## src/rtl/xint_pkg.sv

```systemverilog
`timescale 1ns/1ps
package xint_pkg;
  // Per-channel strobes from control to datapath
  typedef struct packed {
    logic flagLoad;
    logic flagVal;
    logic modeLoad;
    logic modeVal;
  } flagCtl_t;
endpackage

```

## src/rtl/xint_ctrl.sv

```systemverilog
`timescale 1ns/1ps
module xint_ctrl
  import xint_pkg::*;
#(
  parameter int NUM_CH = 2
) (
  input  logic [NUM_CH-1:0]   fallEdge,
  input  logic [NUM_CH-1:0]   modeQ,
  input  logic [NUM_CH-1:0]   ackIn,
  input  logic                regWrEn,
  input  logic [2*NUM_CH-1:0] regWrData,
  output flagCtl_t            ctl [NUM_CH]
);
  genvar i;
  generate
    for (i = 0; i < NUM_CH; i++) begin : gCh
      always_comb begin
        ctl[i].modeLoad = regWrEn;
        ctl[i].modeVal  = regWrData[2*i];
        ctl[i].flagLoad = 1'b0;
        ctl[i].flagVal  = 1'b0;
        if (!modeQ[i]) begin
          // level mode: stored flag kept clear
          ctl[i].flagLoad = 1'b1;
          ctl[i].flagVal  = 1'b0;
        end else if (fallEdge[i]) begin
          // hardware set beats ack and software write
          ctl[i].flagLoad = 1'b1;
          ctl[i].flagVal  = 1'b1;
        end else if (regWrEn) begin
          ctl[i].flagLoad = 1'b1;
          ctl[i].flagVal  = regWrData[2*i+1];
        end else if (ackIn[i]) begin
          ctl[i].flagLoad = 1'b1;
          ctl[i].flagVal  = 1'b0;
        end
      end
    end
  endgenerate
endmodule

```

## src/rtl/xint_datapath.sv

```systemverilog
`timescale 1ns/1ps
module xint_datapath
  import xint_pkg::*;
#(
  parameter int NUM_CH      = 2,
  parameter int SYNC_STAGES = 2
) (
  input  logic                clk,
  input  logic                rstN,
  input  logic [NUM_CH-1:0]   extPinN,
  input  flagCtl_t            ctl [NUM_CH],
  output logic [NUM_CH-1:0]   fallEdge,
  output logic [NUM_CH-1:0]   modeQ,
  output logic [NUM_CH-1:0]   irqReq,
  output logic [2*NUM_CH-1:0] regRdData
);
  localparam int LAST = SYNC_STAGES - 1;

  genvar i;
  generate
    for (i = 0; i < NUM_CH; i++) begin : gCh
      logic [SYNC_STAGES-1:0] syncChain;
      logic prevSample;
      logic flagQ;

      always_ff @(posedge clk or negedge rstN) begin
        if (!rstN) begin
          syncChain  <= '1;
          prevSample <= 1'b1;
        end else begin
          syncChain  <= {syncChain[SYNC_STAGES-2:0], extPinN[i]};
          prevSample <= syncChain[LAST];
        end
      end

      always_ff @(posedge clk or negedge rstN) begin
        if (!rstN) begin
          modeQ[i] <= 1'b0;
          flagQ    <= 1'b0;
        end else begin
          if (ctl[i].modeLoad) modeQ[i] <= ctl[i].modeVal;
          if (ctl[i].flagLoad) flagQ    <= ctl[i].flagVal;
        end
      end

      assign fallEdge[i]        = prevSample & ~syncChain[LAST];
      assign irqReq[i]          = modeQ[i] ? flagQ : ~syncChain[LAST];
      assign regRdData[2*i]     = modeQ[i];
      assign regRdData[2*i+1]   = irqReq[i];
    end
  endgenerate
endmodule

```

## src/rtl/xint_flag_unit.sv

```systemverilog
`timescale 1ns/1ps
module xint_flag_unit
  import xint_pkg::*;
#(
  parameter int NUM_CH      = 2,
  parameter int SYNC_STAGES = 2
) (
  input  logic                clk,
  input  logic                rstN,
  input  logic [NUM_CH-1:0]   extPinN,
  input  logic [NUM_CH-1:0]   ackIn,
  input  logic                regWrEn,
  input  logic [2*NUM_CH-1:0] regWrData,
  output logic [2*NUM_CH-1:0] regRdData,
  output logic [NUM_CH-1:0]   irqReq
);
  flagCtl_t          chCtl [NUM_CH];
  logic [NUM_CH-1:0] fallEdge;
  logic [NUM_CH-1:0] modeQ;

  xint_ctrl #(.NUM_CH(NUM_CH)) uCtrl (
    .fallEdge (fallEdge),
    .modeQ    (modeQ),
    .ackIn    (ackIn),
    .regWrEn  (regWrEn),
    .regWrData(regWrData),
    .ctl      (chCtl)
  );

  xint_datapath #(.NUM_CH(NUM_CH), .SYNC_STAGES(SYNC_STAGES)) uDp (
    .clk      (clk),
    .rstN     (rstN),
    .extPinN  (extPinN),
    .ctl      (chCtl),
    .fallEdge (fallEdge),
    .modeQ    (modeQ),
    .irqReq   (irqReq),
    .regRdData(regRdData)
  );
endmodule

```

## config.mk

```make
export PLATFORM = sky130hd
export DESIGN_NAME = xint_flag_unit
export DESIGN_NICKNAME = d
export VERILOG_FILES = /design/src/rtl/xint_pkg.sv /design/src/rtl/xint_ctrl.sv /design/src/rtl/xint_datapath.sv /design/src/rtl/xint_flag_unit.sv
export SDC_FILE = /design/constraint.sdc
export NUM_CORES = 1
export LEC_CHECK = 0
export BUFFER_PORTS_ARGS = -buffer_cell sky130_fd_sc_hd__buf_2
export CELL_PAD_IN_SITES_DETAIL_PLACEMENT = 0
export CELL_PAD_IN_SITES_GLOBAL_PLACEMENT = 2
export CORE_UTILIZATION = 26
export CTS_BUF_LIST = sky130_fd_sc_hd__clkbuf_16
export DETAILED_ROUTE_END_ITERATION = 16
export MAX_ROUTING_LAYER = met4
export PLACE_DENSITY = 0.78
export REMOVE_ABC_BUFFERS = 1
export SYNTH_ARGS = -nofsm -noshare
export SYNTH_HDL_FRONTEND = slang
export SYNTH_SLANG_ARGS = --single-unit
```

## constraint.sdc

```tcl
create_clock -name clk -period 1.9 [get_ports clk]
set_input_delay 0.57 -clock clk [delete_from_list [all_inputs] [get_ports clk]]
set_output_delay 0.57 -clock clk [all_outputs]
set_load 0.01 [all_outputs]
```

==> impl_metrics.toml <==
[synthesis]
syn_inst = 30
yosysWarnings = 0
synth_cell_types = 9
avgSynthCellArea_um2 = 12.2
ys_seq_elements = 10
yosysSeqAreaShare_pct = 70.5
netlist_area_um2 = 365

[die]
dieArea_mm2 = 0.00156
rows = 13
start_util_pct = 28.1
core_area_mm2 = 0.00130
io_pins = 17
dieHeight_um = 39.5
die_w_um = 39.5

[critical_path]
critPathKind = "reg -> out"
cp-start-kind = "register"
required_ns = 1.33
arrival_ns = 1.02
crit_path_end_kind = "primary output"
cp_max_fo = 3

[clocking]
root_buffer = "clkbuf_16"
clock_sink_count = 10
cts_made_buffers = 3
htree_levels = 1
postCtsHoldBufs = 0
cts_buffer_depth = 2
cts_setup_buffers = 0
clkLatencyLatePin_ns = 0.23
cts_tree = "yes"
clk_pin_slew_worst_paths_ns = 0.04
cts_resized = 0

[hold_path]
hold_path.class = "in -> async"

[timing]
period_needed_ns = 1.59
fmaxAchievable_ghz = 0.630
setup_tns_ns = 0
tightestPinTransition_ns = 0.211
slew_viol_final = 0
fin_hold_ws_ns = 0.186
rsz0062_at_grt = "no"
slew_headroom_pct = 85.9
fin_ws_ns = 0.313
finClkSkew_ns = 0.00213
setup_viol_count_final = 0
hold_viol = 0
period_share_pct = 83.5

[pwr]
power.total_uw = 648
switching_share_pct = 18.3
cellLeakagePower_nw = 0.253
power_switching_uw = 119
irDropWorstVdd_mv = 0.618
p_int_uw = 530
p_clk_share_pct = 55.6
power_frac_seq_pct = 37.0
power_density_mw_per_mm2 = 1230
pwr-share-comb_pct = 7.3

[outcome]
status = "completed"

[global_routing]
overflow = 0
grt_pass1_wl_um = 917
grt.total_usage_pct = 9.37
grt_pass1_vias = 247
grt_antenna_before_repair = 0
grt_max_degree = 11

[routing]
route.detailed.drc = 0
avgRoutedWirePerCell_um = 8.83
routed_wl_um = 556
dr.pass1.iters = 4
viasPerCell = 4.10
top_layer = "met3"
antenna_left = 0
wl_met2_um = 313
dr_wl_met3_um = 6
detail_route.iter0.violations = 2
vias = 258
wl_met1_um = 236

[placed_design]
io_buffers = 16
pre_cts_slack_ns = 0.561
gp_congestion = 0.705
dpl.hpwl_um = 433

[final_layout]
area_growth_pct = 44.5
utilization_pct = 40.6
antennaDiodeCount = 0
nets = 60
drive_above_1_share_pct = 52.1

[job]
drv_cap = 0
routing by layer:
layer | vias to the layer above | track usage, %
met4 | 0 | 7.76
met3 | 0 | 1.70
met5 | - | -
met1 | 123 | 11.3
li1 | 131 | -
met2 | 4 | 13.5
cells in the final DEF (no fill, tap or decap):
cell / count
inv_1: 2
dfrtp_1: 4
dfstp_2: 6
nand2b_1: 2
or3b_1: 2
o21ai_0: 4
clkbuf_16: 3
nand2_1: 6
a31oi_1: 2
buf_2: 16
clkinv_1: 1
state kept, by name (all words and copies together) (netlist names):
name                cells
uDp.modeQ               2
uDp.gCh.syncChain       4
uDp.gCh.flagQ           2
uDp.gCh.prevSample      2
synthesized netlist by cell type:
cell type  number  share of area, %
inv_1           2               2.1
nand2b_1        2               3.4
or3b_1          2               4.8
buf_4           2               4.1
dfstp_2         6                43
a31oi_1         2               3.4
dfrtp_1         4                27
o21ai_0         4               5.5
nand2_1         6               6.2
stage by stage:
stage / std cells / area [um2]
global route: 63 / 528
detailed placement: 59 / 449
finish: 63 / 528
floorplan: 28 / 350
global placement: 59 / 449
CTS: 63 / 528
cell type report:
| class | count | area, um2 |
|---|---|---|
| clock buffer | 3 | 75.1 |
| clock inverter | 1 | 3.75 |
| fill | 143 | 773 |
| inverter | 2 | 7.51 |
| multi-input combinational | 16 | 85.1 |
| sequential | 10 | 258 |
| tap | 15 | 18.8 |
| timing repair buffer | 16 | 80.1 |
power by group through the flow:
stage                     logic [mW]  clock network, mW  registers (mW)
after floorplan               0.0181                  0           0.243
after global placement        0.0498                  0           0.242
after detailed placement      0.0486                  0           0.243
after CTS                     0.0489              0.372           0.240
after global routing          0.0545              0.385           0.242
final                         0.0477              0.361           0.240
final timing paths:
kind | endpoint | depth (start not counted) | slack [ns] | from
worst max-delay path | regRdData[3] | 2 | 0.31 | uDp.gCh[1].syncChain[1]$_DFF_PN1_
worst max register to register | uDp.gCh[1].flagQ$_DFFE_PN0P_ | 2 | 1.02 | uDp.gCh[1].flagQ$_DFFE_PN0P_
worst min-delay path | uDp.modeQ[1]$_DFFE_PN0P_ | 1 | 0.19 | rstN
worst min register to register | uDp.gCh[0].syncChain[1]$_DFF_PN1_ | 0 | 0.35 | uDp.gCh[0].syncChain[0]$_DFF_PN1_
min in group clk | uDp.gCh[0].syncChain[1]$_DFF_PN1_ | 0 | 0.35 | uDp.gCh[0].syncChain[0]$_DFF_PN1_
max in group asynchronous | uDp.gCh[0].syncChain[1]$_DFF_PN1_ | 1 | 1.47 | rstN
critical path: stages, from the launching register on:
cell and delay (ns):
dfstp_2 0.53, o21ai_0 0.10, buf_2 0.15
logic make-up (layout without fill, tap and decap cells):
group,Yosys count,after routing,share of synthesized area (%)
DFF,10,10,70.5
and+or+nand+nor,10,10,14.4
AOI/OAI and AO/OA,6,6,8.90
buffers and inverters,4,22,6.16
Note: power is estimated with default switching activity, not from simulation.
